`src/rtl/regwin_pkg.sv`:
```
package regwin_pkg;
  localparam int unsigned DW      = 8;
  localparam int unsigned N_REGS  = 37;
  localparam logic [DW-1:0] OOR_VALUE = 8'hFF;

  typedef enum logic [0:0] {
    SRC_STATUS = 1'b0,
    SRC_DATA   = 1'b1
  } rd_src_e;

  typedef struct packed {
    logic sel_wr;
    logic stat_rd;
    logic dat_wr;
    logic dat_rd;
  } bus_req_t;
endpackage

```
`src/rtl/regwin_decode.sv`:
```
module regwin_decode
  import regwin_pkg::*;
(
  input  logic cs,
  input  logic we,
  input  logic addr,
  output bus_req_t req
);
  always_comb begin
    req.sel_wr  = cs &  we & ~addr;
    req.stat_rd = cs & ~we & ~addr;
    req.dat_wr  = cs &  we &  addr;
    req.dat_rd  = cs & ~we &  addr;
  end
endmodule

```
`src/rtl/regwin_ready.sv`:
```
module regwin_ready #(
  parameter int unsigned LAT = 4
) (
  input  logic clk,
  input  logic rst,
  input  logic restart,
  input  logic begin_acc,
  output logic ready,
  output logic rise
);
  localparam int unsigned CW = (LAT < 2) ? 1 : $clog2(LAT + 1);
  localparam logic [CW-1:0] LAT_V = CW'(LAT);
  localparam logic [CW-1:0] ONE_V = CW'(1);

  logic [CW-1:0] cnt_q;
  logic          ready_q;

  assign ready = ready_q;
  assign rise  = ~ready_q & (cnt_q == ONE_V) & ~restart;

  always_ff @(posedge clk) begin
    if (rst) begin
      ready_q <= 1'b1;
      cnt_q   <= '0;
    end else if (restart || (ready_q && begin_acc)) begin
      ready_q <= 1'b0;
      cnt_q   <= LAT_V;
    end else if (!ready_q) begin
      if (cnt_q == ONE_V) begin
        ready_q <= 1'b1;
        cnt_q   <= '0;
      end else begin
        cnt_q <= cnt_q - ONE_V;
      end
    end
  end

  a_r10_restart_busy: assert property (@(posedge clk) disable iff (rst)
    restart |=> !ready_q);
  a_r5_access_busy: assert property (@(posedge clk) disable iff (rst)
    (ready_q && begin_acc) |=> !ready_q);
  a_r5_cnt_range: assert property (@(posedge clk) disable iff (rst)
    cnt_q <= LAT_V);
  a_r8_rise_makes_ready: assert property (@(posedge clk) disable iff (rst)
    rise |=> ready_q);
endmodule

```
`src/rtl/regwin_irq.sv`:
```
module regwin_irq (
  input  logic clk,
  input  logic rst,
  input  logic rise,
  input  logic stat_rd,
  output logic irq_n
);
  logic irq_n_q;
  assign irq_n = irq_n_q;

  always_ff @(posedge clk) begin
    if (rst)          irq_n_q <= 1'b1;
    else if (rise)    irq_n_q <= 1'b0;
    else if (stat_rd) irq_n_q <= 1'b1;
  end

  a_r8_fire_on_rise: assert property (@(posedge clk) disable iff (rst)
    rise |=> !irq_n_q);
  a_r9_release_on_read: assert property (@(posedge clk) disable iff (rst)
    (stat_rd && !rise) |=> irq_n_q);
  a_r8_no_spurious: assert property (@(posedge clk) disable iff (rst)
    (!rise && irq_n_q) |=> irq_n_q);
endmodule

```
`src/rtl/regwin_bank.sv`:
```
module regwin_bank #(
  parameter int unsigned DW     = 8,
  parameter int unsigned N_REGS = 37,
  parameter logic [DW-1:0] OOR  = '1
) (
  input  logic          clk,
  input  logic          rst,
  input  logic [DW-1:0] idx,
  input  logic          wr_en,
  input  logic [DW-1:0] wdata,
  input  logic          rd_en,
  output logic [DW-1:0] rdata
);
  localparam int unsigned AW = (N_REGS < 2) ? 1 : $clog2(N_REGS);

  logic [DW-1:0] mem [0:N_REGS-1];
  logic [N_REGS-1:0] vld_q;
  logic          in_range;
  logic [AW-1:0] a;
  logic [DW-1:0] rd_q;
  logic          rd_vld_q;
  logic          oor_q;

  assign in_range = (32'(idx) < N_REGS);
  assign a        = in_range ? idx[AW-1:0] : '0;

  always_ff @(posedge clk) begin
    if (wr_en && in_range) mem[a] <= wdata;
    if (rd_en) rd_q <= mem[a];
  end

  always_ff @(posedge clk) begin
    if (rst) begin
      vld_q    <= '0;
      rd_vld_q <= 1'b0;
      oor_q    <= 1'b0;
    end else begin
      if (wr_en && in_range) vld_q[a] <= 1'b1;
      if (rd_en) begin
        rd_vld_q <= vld_q[a];
        oor_q    <= ~in_range;
      end
    end
  end

  assign rdata = oor_q ? OOR : (rd_vld_q ? rd_q : '0);

  a_r7_oor_read_ff: assert property (@(posedge clk) disable iff (rst)
    (rd_en && !in_range) |=> rdata == OOR);
  a_r6_hold_without_read: assert property (@(posedge clk) disable iff (rst)
    !rd_en |=> $stable(rdata));
endmodule

```
`src/rtl/regwin_top.sv`:
```
module regwin_top
  import regwin_pkg::*;
#(
  parameter int unsigned LAT = 4
) (
  input  logic          clk,
  input  logic          rst,
  input  logic          bus_cs,
  input  logic          bus_we,
  input  logic          bus_addr,
  input  logic [DW-1:0] bus_wdata,
  output logic [DW-1:0] bus_rdata,
  output logic          irq_n
);
  bus_req_t      req;
  logic          ready;
  logic          rise;
  logic          acc_wr;
  logic          acc_rd;
  logic [DW-1:0] idx_q;
  logic [DW-1:0] stat_q;
  rd_src_e       src_q;
  logic [DW-1:0] bank_rd;

  regwin_decode u_dec (
    .cs(bus_cs), .we(bus_we), .addr(bus_addr), .req(req)
  );

  assign acc_wr = req.dat_wr & ready;
  assign acc_rd = req.dat_rd & ready;

  regwin_ready #(.LAT(LAT)) u_rdy (
    .clk(clk), .rst(rst), .restart(req.sel_wr),
    .begin_acc(acc_wr | acc_rd), .ready(ready), .rise(rise)
  );

  regwin_irq u_irq (
    .clk(clk), .rst(rst), .rise(rise), .stat_rd(req.stat_rd), .irq_n(irq_n)
  );

  regwin_bank #(.DW(DW), .N_REGS(N_REGS), .OOR(OOR_VALUE)) u_bank (
    .clk(clk), .rst(rst), .idx(idx_q), .wr_en(acc_wr), .wdata(bus_wdata),
    .rd_en(acc_rd), .rdata(bank_rd)
  );

  always_ff @(posedge clk) begin
    if (rst) begin
      idx_q  <= '0;
      stat_q <= '0;
      src_q  <= SRC_STATUS;
    end else begin
      if (req.sel_wr) idx_q <= bus_wdata;
      if (req.stat_rd) begin
        stat_q <= {ready, {(DW-1){1'b0}}};
        src_q  <= SRC_STATUS;
      end else if (req.dat_rd) begin
        src_q  <= SRC_DATA;
      end
    end
  end

  assign bus_rdata = (src_q == SRC_DATA) ? bank_rd : stat_q;

  a_r3_status_low_bits: assert property (@(posedge clk) disable iff (rst)
    req.stat_rd |=> bus_rdata[DW-2:0] == '0);
  a_r6_busy_read_holds: assert property (@(posedge clk) disable iff (rst)
    (req.dat_rd && !ready) |=> $stable(bank_rd));
  a_r2_index_taken: assert property (@(posedge clk) disable iff (rst)
    req.sel_wr |=> idx_q == $past(bus_wdata));
endmodule

```
`config.mk`:
```
export PLATFORM = sky130hd
export DESIGN_NAME = regwin_top
export DESIGN_NICKNAME = d
export VERILOG_FILES = /design/src/rtl/regwin_pkg.sv /design/src/rtl/regwin_decode.sv /design/src/rtl/regwin_ready.sv /design/src/rtl/regwin_irq.sv /design/src/rtl/regwin_bank.sv /design/src/rtl/regwin_top.sv
export SDC_FILE = /design/constraint.sdc
export NUM_CORES = 1
export LEC_CHECK = 0
export ABC_AREA = 1
export BUFFER_PORTS_ARGS = -buffer_cell sky130_fd_sc_hd__buf_2
export CORE_MARGIN = 1.5
export CORE_UTILIZATION = 25
export DETAILED_ROUTE_END_ITERATION = 8
export GPL_ROUTABILITY_DRIVEN = 0
export PLACE_DENSITY = 0.35
export SETUP_SLACK_MARGIN = 0.3
export SLEW_MARGIN = 40
export SYNTH_ARGS = -nofsm -noshare
export SYNTH_HDL_FRONTEND = slang
export SYNTH_HIERARCHICAL = 1
export SYNTH_SLANG_ARGS = --single-unit
```
`constraint.sdc`:
```
create_clock -name clk -period 3.3 [get_ports clk]
set_clock_uncertainty 0.2 [all_clocks]
set_input_delay 0.33 -clock clk [delete_from_list [all_inputs] [get_ports clk]]
set_output_delay 0.33 -clock clk [all_outputs]
set_load 0.05 [all_outputs]
```
### Word level (Yosys, flattened, before mapping)

Memories as Yosys holds them, arrays and structs flattened. A register that Yosys moved wholly into a read port is not among the register bits.
Index checks and enable logic that the tools add are counted.

| storage, ports and cells | value |
|---|---|
| register bits | 54 |
| memory bits (writable) | 296 |
| bits of input ports | 13 |
| output and inout port bits | 9 |
| logic and storage cells | 59 |
| memories kept | 1 |

| cells by class | value |
|---|---|
| $add $sub $neg | 1 |
| $lt $le $gt $ge | 3 |
| equal/unequal tests | 2 |
| multiplexer cells | 18 |
| bitwise operators | 17 |
| reductions and logical operators | 7 |

Memories:

| name | words | width | rd ports | clocked after memory_dff | wr ports | line | source |
|---|---|---|---|---|---|---|---|
| u_bank.mem | 37 | 8 | 1 | 1 | 1 | regwin_bank.sv:16 | `logic [DW-1:0] mem [0:N_REGS-1];` |

Operators by type and width:

| kind | number |
|---|---|
| $or A37 B37 Y37 | 1 |
| $mux W8 | 3 |
| $and A1 B1 Y1 | 10 |
| $mux W1 | 9 |
| $mux W3 | 3 |
| $lt A8 B6 Y1 const B | 1 |
| $lt A6 B7 Y1 const B | 1 |
| $bmux W1 S6 | 1 |
| $demux W1 S6 | 1 |
| $ge A6 B1 Y1 const B | 1 |
| $mux W6 | 1 |
| $not A1 Y1 | 5 |
| $reduce_or A2 Y1 | 2 |
| $eq A3 B1 Y1 const B | 1 |
| $logic_and A1 B1 Y1 | 3 |
| $sub A3 B1 Y3 const B | 1 |
| $ne A2 B2 Y1 const B | 1 |
| $reduce_bool A2 Y1 | 1 |
| $logic_or A1 B1 Y1 | 1 |
| $or A1 B1 Y1 | 1 |

### Depth between registers and ports, before layout

Gate-level depths: netlist of run 1.

| logic depth | value |
|---|---|
| word-level depth | 8 |
| depth in mapped cells | 17 |
| gate-level depth less buffers | 15 |

### By module

Netlist of run 1, hierarchy kept.

By module, submodules not included:

| module | times used | cells an instance | area each (um2) |
|---|---|---|---|
| regwin_bank | 1 | 1246 | 13958.4 |
| regwin_top | 1 | 83 | 500.5 |
| regwin_ready | 1 | 34 | 252.7 |
| regwin_irq | 1 | 5 | 36.3 |
| regwin_decode | 1 | 8 | 30.0 |

### Worst setup path after synthesis of run 1

OpenSTA, ideal clock, no wires.

| timing path | value |
|---|---|
| kind | register -> register |
| from | reg idx_q[1] |
| to | mem u_bank.mem[22][0], enable pin |
| library setup time | 0.398 ns |
| data arrival time | 2.242 ns |
| data required time | 2.702 ns |
| setup slack | 0.460 ns |
| stages on the path, launching flop included | 11 |
| buffers on the path | 1 |
| period minus slack after synthesis | 2.840 ns |
| cells stage by stage | dfxtp_1 o21ai_1 nand2_1 nand2_2 buf_6 nand2_4 inv_4 nand2_4 nor2_4 inv_1 nor4_1 |

| between the ends | value |
|---|---|
| cells in the longest elaborated chain, start to end | 4 |
| elaborated cells on any way between the ends | 5 |
| classes of those cells | order compare: 1; mux: 3; reduce/logical: 1 |

Ends and longest elaborated chain:

| item | line | source |
|---|---|---|
| start, declared | regwin_top.sv:20 | `logic [DW-1:0] idx_q;` |
| start signal, assigned | regwin_top.sv:52 | `if (req.sel_wr) idx_q <= bus_wdata;` |
| $lt A8 B6 Y1 | regwin_bank.sv:24 | `assign in_range = (32'(idx) < N_REGS);` |
| $logic_and A1 B1 Y1 | regwin_bank.sv:28 | `if (wr_en && in_range) mem[a] <= wdata;` |
| $mux W1 | regwin_bank.sv:28 |  |
| $mux W1 (not written as such) | regwin_bank.sv:28 |  |
| end, declared | regwin_bank.sv:16 |  |

Parallel ways exist; a longest one is shown, timed or not.

### Worst setup path in the final report of run 1

| timing path | value |
|---|---|
| from | reg idx_q[3] |
| to | reg u_bank.rd_q[3] (read register of u_bank.mem), data pin |

| between the ends | value |
|---|---|
| cells in the longest elaborated chain, start to end | 2 |

Ends and longest elaborated chain:

| item | line | source |
|---|---|---|
| $lt A8 B6 Y1 | regwin_bank.sv:24 |  |
| $mux W6 (*) | regwin_bank.sv:25 | `assign a = in_range ? idx[AW-1:0] : '0;` |
| end, declared | regwin_bank.sv:20 | `logic [DW-1:0] rd_q;` |

Every way passes the cells marked *; elsewhere a longest branch is shown, timed or not.
A chain may end at the register's enable or synchronous reset.

==> results.yml, run 1 <==
sta:
  tightest_slew_ns: 0.641
  holdWs_ns: 0.0454
  setup_tns_ns: 0
  hold_viol: 0
  slew_headroom_pct: 57.2
  fin_crit_sh_pct: 88.2
  slew_violations: 0
  min_period_ns: 2.91
  setup_viol: 0
  fmax_mhz: 344
  rsz0062_at_grt: "yes"
die:
  fp.dieArea_mm2: 0.0606
  row_count: 88
  dieWidth_um: 246
  initial_core_util_pct: 25.5
  design.core.area_mm2: 0.0580
  die_y_um: 246
  pin_count: 22
global_route:
  grt_pass1_vias: 10200
  grt_overflow: 0
  grt_max_degree: 39
  grt_usage_pct: 16.4
  antenna_found_initial: 1
  grt_pass1_wl_um: 71100
clocking:
  cts_root_buffer: "clkbuf_16"
  tritoncts: "yes"
  clk_path_buf_depth: 3
  htreeDepth: 2
  cts_buffers: 44
  clk_latency_ns: 0.58
  clock_sinks: 358
  cts.clk_slew.worst_paths_ns: 0.06
place:
  port_buffers: 21
  place_area_mm2: 0.0162
  dp.cells: 2191
  dpl.hpwl_um: 31900
logic_synthesis:
  ys_ff_latch: 358
  ys_warn_count: 6
  synthDistinctLibCells: 42
  synth_nets: 1391
  synth_area_mm2: 0.0148
  syn-mean-instance-area_um2: 10.7
  synth_cells: 1376
  synth_seq_area_share_pct: 69.1
routing:
  drt_iter0_markers: 715
  vias_per_cell: 4.43
  wl_um: 48900
  wl_per_cell_um: 21.4
  ant_nets: 0
  first_pass_iters: 5
  vias: 10100
  drc: 0
outcome:
  outcome: "completed"
worst_setup_path:
  start_kind: "register"
  cp_max_fo: 25
  required_ns: 3.40
  crit_arrival_ns: 3.01
  crit_type: "reg2reg"
  crit_path_end_kind: "register"
min_path:
  hold_path_class: "in2reg"
final_layout:
  syn_to_final_growth_pct: 20.6
  final_cells: 2283
  fin_nets: 1501
  antenna_cells: 0
  final_common_cell: "nand2_1"
  final_area_mm2: 0.0178
  final_cell_mix: "nand2_1, edfxtp_1, nor2_1"
  drive_gt1_share_pct: 15.2
  final_core_util_pct: 30.7
power:
  clockPowerShare_pct: 46.4
  pwr-share-comb_pct: 6.3
  p_sw_mw: 2.43
  p_leak_nw: 6.79
  pwr_density_cell_mw_per_mm2: 587
  sequentialPowerShare_pct: 47.3
  swShare_pct: 23.2
  ir_drop_mv: 0.306
  intPower_mw: 8.03
job:
  cap_violations: 0
power by group through the flow:
stage | sequential [mW] | combinational [mW] | clock [mW]
global placement | 5.05 | 0.648 | 0
floorplan | 5.04 | 0.346 | 0
global route | 4.96 | 0.723 | 5.16
CTS | 4.95 | 0.655 | 5.01
detailed placement | 5.05 | 0.648 | 0
finish | 4.95 | 0.655 | 4.86
layer usage:
layer / share of wire, % / global-route usage, %
met5: 0 / 0
met4: 2.9 / 5.88
met3: 3.9 / 2.17
met2: 47 / 26.8
met1: 46 / 22.2
area by class of cell:
| class | instances | area, um2 |
|---|---|---|
| Fill cell | 5962 | 40200 |
| Inverter | 124 | 475 |
| Multi-Input combinational cell | 846 | 3880 |
| Tap cell | 765 | 957 |
| Timing Repair Buffer | 112 | 876 |
| Clock buffer | 53 | 1180 |
| Clock inverter | 25 | 253 |
| Sequential cell | 358 | 10200 |
synth_stat cells:
cell / instances / share of area [%]
buf_2: 16 / 0.54
o22ai_1: 2 / 0.085
o21a_1: 25 / 1.3
a21oi_2: 1 / 0.059
nand3_4: 2 / 0.24
nor3_1: 1 / 0.034
ha_1: 2 / 0.17
edfxtp_1: 304 / 62
nand4_1: 37 / 1.6
o21ai_1: 10 / 0.34
a21oi_4: 1 / 0.11
buf_1: 7 / 0.18
nor4_1: 2 / 0.085
inv_1: 109 / 2.8
buf_6: 6 / 0.46
nor2_4: 5 / 0.38
o211ai_1: 7 / 0.36
dfxtp_1: 54 / 7.3
o211ai_2: 1 / 0.085
nand3_1: 31 / 1.0
nor2_1: 121 / 3.1
a22oi_1: 4 / 0.20
clkbuf_1: 12 / 0.30
or2_2: 2 / 0.085
a21oi_1: 43 / 1.5
o21ai_0: 25 / 0.85
nand2_2: 9 / 0.38
a41oi_1: 1 / 0.059
buf_4: 7 / 0.36
nor3_4: 1 / 0.11
nand2_1: 482 / 12
inv_2: 10 / 0.25
nor2_2: 13 / 0.55
nand3b_1: 8 / 0.41
inv_4: 2 / 0.085
a21boi_0: 1 / 0.051
nand3_2: 2 / 0.14
a22o_1: 2 / 0.12
nand2_4: 3 / 0.23
o2bb2ai_1: 1 / 0.059
clkinv_1: 3 / 0.076
o2111ai_1: 1 / 0.059
per-stage QoR:
step / total power, mW / worst slack, ns
after floorplan: 5.39 / 0.460
after global placement: 5.70 / 0.0233
after detailed placement: 5.70 / 0.0404
after CTS: 10.6 / 0.273
after global routing: 10.8 / 0.280
final: 10.5 / 0.390
cells by family after synthesis:
kind of cell,count (synthesis),synth area share [%]
AND/OR/NAND/NOR,719,20.6
adder cells (fa/ha/maj),2,0.169
buffers and inverters,172,5.02
AO/OA/AOI/OAI,125,5.16
flip-flops,358,69.1
sequential cells by signal, summed over array words and instances, names as in the netlist, 3 cells and up:
signal,count
u_bank/rd_q,8
u_bank/mem,296
u_rdy/cnt_q,3
idx_q,8
u_bank/vld_q,37
worst paths after layout:
path / depth (start not counted) / slack [ns] / endpoint / from
worst min-delay path: 1 / 0.05 / u_bank/mem[31][5]$_DFFE_PP_ / bus_wdata[5]
worst max-delay path: 13 / 0.39 / u_bank/rd_q[3]$_DFFE_PP_ / idx_q[3]$_SDFFE_PP0P_
worst max register to register: 13 / 0.39 / u_bank/rd_q[3]$_DFFE_PP_ / idx_q[3]$_SDFFE_PP0P_
worst min register to register: 1 / 0.26 / u_bank/vld_q[2]$_SDFFE_PP0P_ / u_bank/vld_q[2]$_SDFFE_PP0P_
critical path, stage by stage, from the launching register on:
cell,delay [ns]
dfxtp_1,0.42
nor2_1,0.08
nand2_1,0.08
nand2_2,0.14
nand3_2,0.16
buf_12,0.21
inv_1,0.15
buf_4,0.23
nand2_1,0.09
a21oi_1,0.10
o21ai_2,0.25
nand2_1,0.11
nor2_1,0.26
nand2_1,0.12
timing repair:
action	in CTS	in global routing
hold buffers	4	0
hold endpoints to repair	3	0
endpoints found under the setup margin	5	34
pin swaps	0	3
buffers inserted	0	10
resized for setup	5	15
No activity file was read; power rests on OpenSTA's default activity.
==> run 2: changes to the inputs <==
CORE_UTILIZATION = 63   (was 25)
PLACE_DENSITY = 0.76   (was 0.35)
==> run 2 against run 1 <==
Net effect: worst hold slack worse by 0.0066 ns; setup slack got worse by 0.069 ns; cell area decreased by 6.9%; count of clock-buffer cells in the layout fell by 3; largest cell class unchanged.
==> results.yml, run 2 (synthesis gave the netlist of run 1 again) <==
outcome:
  outcome: "completed"
final_layout:
  final_core_util_pct: 72.6
  largest_reg_flops: 296
  top_regs: "u_bank/mem x296, u_bank/vld_q x37"
  drive_gt1_share_pct: 12.4
  syn_to_final_growth_pct: 12.2
  fin_nets: 1462
  final_common_cell: "nand2_1"
  regMostFlops: "u_bank/mem"
  final_cell_mix: "nand2_1, edfxtp_1, nor2_1"
  antenna_cells: 0
clocking:
  cts_buffers: 36
  cts_root_buffer: "clkbuf_16"
  clock_sinks: 358
  clk_latency_ns: 0.52
  clk_path_buf_depth: 3
  htreeDepth: 2
  cts.clk_slew.worst_paths_ns: 0.06
  tritoncts: "yes"
global_route:
  grt_pass1_wl_um: 57600
  grt_pass1_vias: 9778
  grt_max_degree: 55
  antenna_found_initial: 0
  grt_usage_pct: 32.4
  grt_overflow: 0
worst_setup_path:
  start_kind: "register"
  crit_type: "reg2reg"
  max_stage_delay_ns: 0.47
  worstPathCellList: "o21ai_1 > nand2_1 > nand2_4 > nand2_4 > nor2_2 > nand3_2 > nor2_1 > buf_4"
  cpMostUsedCell: "nand2_4"
  crit_arrival_ns: 3.00
  cp_slowest_cell: "nor2_1"
  required_ns: 3.32
  crit_path_end_kind: "register"
  cp_max_fo: 11
job:
  cap_violations: 0
place:
  port_buffers: 21
  dpl.hpwl_um: 24100
sta:
  setup_viol: 0
  fin_crit_sh_pct: 90.3
  fmax_mhz: 336
  setup_tns_ns: 0
  min_period_ns: 2.98
  slew_violations: 0
  rsz0062_at_grt: "no"
  hold_viol: 0
  tightest_slew_ns: 0.821
  slew_headroom_pct: 45.3
die:
  initial_core_util_pct: 64.7
  die_y_um: 156
  fp.dieArea_mm2: 0.0244
  pin_count: 22
  row_count: 55
  design.core.area_mm2: 0.0228
  dieWidth_um: 156
routing:
  first_pass_iters: 6
  drc: 0
  ant_nets: 0
  drt_iter0_markers: 1151
  vias_per_cell: 5.82
  wl_um: 38200
  wl_per_cell_um: 21.4
  vias: 10400
power:
  pwr_density_cell_mw_per_mm2: 561
  ir_drop_mv: 0.446
  p_leak_nw: 6.44
min_path:
  hold_path_class: "in2reg"
==> run 2: cell types whose count changed in the layout (fill, tap and decap cells not counted), sizes merged <==
cell | previous run | this run
buf | 108 | 80
bufinv | 5 | 1
clkbuf | 53 | 50
clkinv | 19 | 16
clkinvlp | 0 | 1
dlygate4sd3 | 4 | 1
inv | 125 | 121
==> run 2: critical path: cells and delay by family (launching register included) <==
family,cells,cell delay (ns)
AO/OA/AOI/OAI,1,0.22
buffers and inverters,1,0.27
flip-flops,1,0.31
AND/OR/NAND/NOR,6,1.67
==> run 2: where the power goes <==
group / total [mW] / leakage [nW] / switching [mW] / internal [mW]
clock: 3.78 / 0.529 / 1.61 / 2.17
combinational: 0.576 / 2.74 / 0.428 / 0.148
sequential: 4.95 / 3.17 / 0.0213 / 4.93
total: 9.31 / 6.44 / 2.06 / 7.25
==> run 2: routing by layer <==
layer	vias to the layer above	global-route usage, %	share of wire, %
met2	616	50.1	45
met3	110	6.83	12
met4	0	12.5	3.9
met5	-	0	0
met1	4935	45.7	39
li1	4735	-	-
==> run 2: repair_timing <==
action / 4_1_cts / 5_1_grt
hold buffers: 1 / 0
pin swaps: 0 / 2
resized for setup: 3 / 15
hold endpoints to repair: 2 / 0
buffers inserted: 0 / 5
endpoints found under the setup margin: 9 / 44
==> run 2: area by class of cell <==
| cell class | instances | area (um2) |
|---|---|---|
| flip-flops and latches | 358 | 10200 |
| fillers | 1599 | 6260 |
| multi-input cells | 846 | 3840 |
| clock buffers | 50 | 985 |
| repair buffers | 81 | 572 |
| inverters | 124 | 487 |
| well taps | 313 | 392 |
| clock inverters | 15 | 97.6 |
==> run 2: final timing paths <==
path                       startpoint                     endpoint  slack (ns)  depth (start not counted)
max             idx_q[0]$_SDFFE_PP0P_  u_bank/mem[13][3]$_DFFE_PP_        0.32                          8
min                            bus_cs           src_q$_SDFFE_PP0P_        0.04                          4
max reg2reg     idx_q[0]$_SDFFE_PP0P_  u_bank/mem[13][3]$_DFFE_PP_        0.32                          8
min reg2reg  u_irq/irq_n$_SDFFE_PP1P_     u_irq/irq_n$_SDFFE_PP1P_        0.26                          2
==> run 2: through the flow <==
stage	worst slack [ns]	hold WS, ns	cell area, um2	std cells	power, mW
6_report	0.321	0.0388	16600	1787	9.31
5_1_grt	0.310	0.0766	16600	1787	9.54
4_1_cts	0.337	0.0269	16500	1782	9.32
3_5_place_dp	0.156	0.249	15400	1716	5.60
3_3_place_gp	0.296	0.246	15400	1716	5.59
2_1_floorplan	0.460	0.192	14800	1376	5.39
==> run 3: changes to the inputs <==
CAP_MARGIN = 5   (was default)
CELL_PAD_IN_SITES_DETAIL_PLACEMENT = 0   (was default)
CELL_PAD_IN_SITES_GLOBAL_PLACEMENT = 1   (was default)
CORE_UTILIZATION = 50   (was 63)
PLACE_DENSITY = 0.74   (was 0.76)
==> run 3 against run 2 <==
Net effect: utilization is 15 points lower; worst hold slack better by 0.0096 ns; cell count is 4.0% higher; global-route usage is 4.0 points lower; die area is 25% higher; routed wire length is 11% higher; combinational power is 4.5% higher; sequential cell count stayed put; critical endpoint is now u_bank/mem[0][2]$_DFFE_PP_; largest cell class unchanged; highest routed layer is now met5.
==> results.yml, run 3 (synthesis gave the netlist of run 1 again) <==
clocking:
  clk_path_buf_depth: 3
  clock_sinks: 358
  cts_root_buffer: "clkbuf_16"
  tritoncts: "yes"
  cts.clk_slew.worst_paths_ns: 0.06
  cts_buffers: 39
  htreeDepth: 2
  clk_latency_ns: 0.53
worst_setup_path:
  cp_slowest_cell: "nor2_2"
  crit_type: "reg2reg"
  worst-path-buf-inv: 3
  start_kind: "register"
  max_stage_delay_ns: 0.57
  cp_max_fo: 10
  required_ns: 3.24
  worstPathCellList: "nor2_1 > nand2_1 > nand2_4 > nand2_4 > inv_4 > nand2_2 > inv_2 > nor3_4 > inv_4 > nor2_2"
  crit_path_end_kind: "register"
  crit_arrival_ns: 2.91
  crit_family: "simple AND/OR/NAND/NOR gates"
sta:
  fmax_mhz: 337
  tightest_slew_ns: 0.691
  setup_viol: 0
  slew_violations: 0
  rsz0062_at_grt: "yes"
  setup_tns_ns: 0
  holdWs_ns: 0.0483
  slew_headroom_pct: 53.9
  min_period_ns: 2.97
  fin_crit_sh_pct: 89.9
  hold_viol: 0
power:
  pwr_density_cell_mw_per_mm2: 571
  p_leak_nw: 6.48
  clockPowerShare_pct: 42.0
  intPower_mw: 7.43
  sequentialPowerShare_pct: 51.7
  ir_drop_mv: 0.447
  swShare_pct: 22.4
  pwr-share-comb_pct: 6.3
  p_sw_mw: 2.14
final_layout:
  largest_reg_flops: 296
  fin_nets: 1462
  antenna_cells: 0
  final_common_cell: "nand2_1"
  regMostFlops: "u_bank/mem"
  final_cell_mix: "nand2_1, edfxtp_1, nor2_1"
  syn_to_final_growth_pct: 13.6
  top_regs: "u_bank/mem x296, u_bank/vld_q x37"
  drive_gt1_share_pct: 12.5
routing:
  drc: 0
  drt_iter0_markers: 1185
  wl_um: 42400
  ant_nets: 0
  vias_per_cell: 5.48
  first_pass_iters: 5
  vias: 10200
  wl_per_cell_um: 22.8
min_path:
  hold_path_class: "in2reg"
global_route:
  grt_usage_pct: 28.4
  grt_pass1_wl_um: 63000
  grt_overflow: 0
  antenna_found_initial: 0
  grt_pass1_vias: 9762
  grt_max_degree: 40
die:
  initial_core_util_pct: 51.1
  row_count: 62
  fp.dieArea_mm2: 0.0306
  design.core.area_mm2: 0.0289
  pin_count: 22
  dieWidth_um: 175
  die_y_um: 175
place:
  port_buffers: 21
  dpl.hpwl_um: 27100
outcome:
  outcome: "completed"
job:
  cap_violations: 0
[run 3: layout make-up]
cell class                      instances  area [um2]
Clock buffer                           57        1080
Clock inverter                         12        85.1
Fill cell                            2473       12200
Inverter                              124         485
Tap cell                              384         480
Timing Repair Buffer                   78         572
Sequential cell                       358       10200
Multi-Input combinational cell        846        3870
[run 3: layer usage]
| metal | global-route usage (%) | wire length (um) | vias up |
|---|---|---|---|
| met1 | 41.0 | 18700 | 4947 |
| met5 | 2.08 | 87 | - |
| li1 | - | - | 4722 |
| met3 | 5.46 | 3440 | 88 |
| met2 | 43.2 | 18700 | 436 |
| met4 | 9.76 | 1430 | 2 |
[run 3: power groups by stage]
stage          clock network [mW]  logic (mW)  registers, mW
2_1_floorplan                   0       0.346           5.04
3_3_place_gp                    0       0.587           5.05
3_5_place_dp                    0       0.591           5.05
4_1_cts                      4.07       0.595           4.95
5_1_grt                      4.25       0.657           4.95
6_report                     4.02       0.602           4.95
[run 3: worst min-delay path, stage by stage]
cell and delay [ns]:
buf_2 0.09, nand2_1 0.06, nor2_1 0.13, o21a_1 0.12
[run 3: repair_timing]
action / CTS / global route
buffers inserted: 0 / 1
setup endpoints to repair: 2 / 72
pin swaps: 0 / 1
gates resized for setup: 2 / 16
hold buffers: 1 / 0
endpoints found under the hold margin: 1 / 0
[run 3: final timing paths]
check	endpoint	depth (start not counted)	from	slack, ns
max	u_bank/mem[0][2]$_DFFE_PP_	10	idx_q[3]$_SDFFE_PP0P_	0.33
min	src_q$_SDFFE_PP0P_	4	bus_cs	0.05
max reg2reg	u_bank/mem[0][2]$_DFFE_PP_	10	idx_q[3]$_SDFFE_PP0P_	0.33
min reg2reg	u_irq/irq_n$_SDFFE_PP1P_	2	u_irq/irq_n$_SDFFE_PP1P_	0.26
[run 3: per-stage QoR]
stage	power, mW	setup WS, ns	cell area, um2	utilization [%]	std cells
floorplan	5.39	0.460	14800	-	1376
global placement	5.64	0.226	15500	53.7	1788
detailed placement	5.64	0.224	15500	53.7	1788
CTS	9.61	0.309	16700	57.8	1858
global route	9.86	0.270	16800	58.0	1859
finish	9.58	0.335	16800	58.0	1859
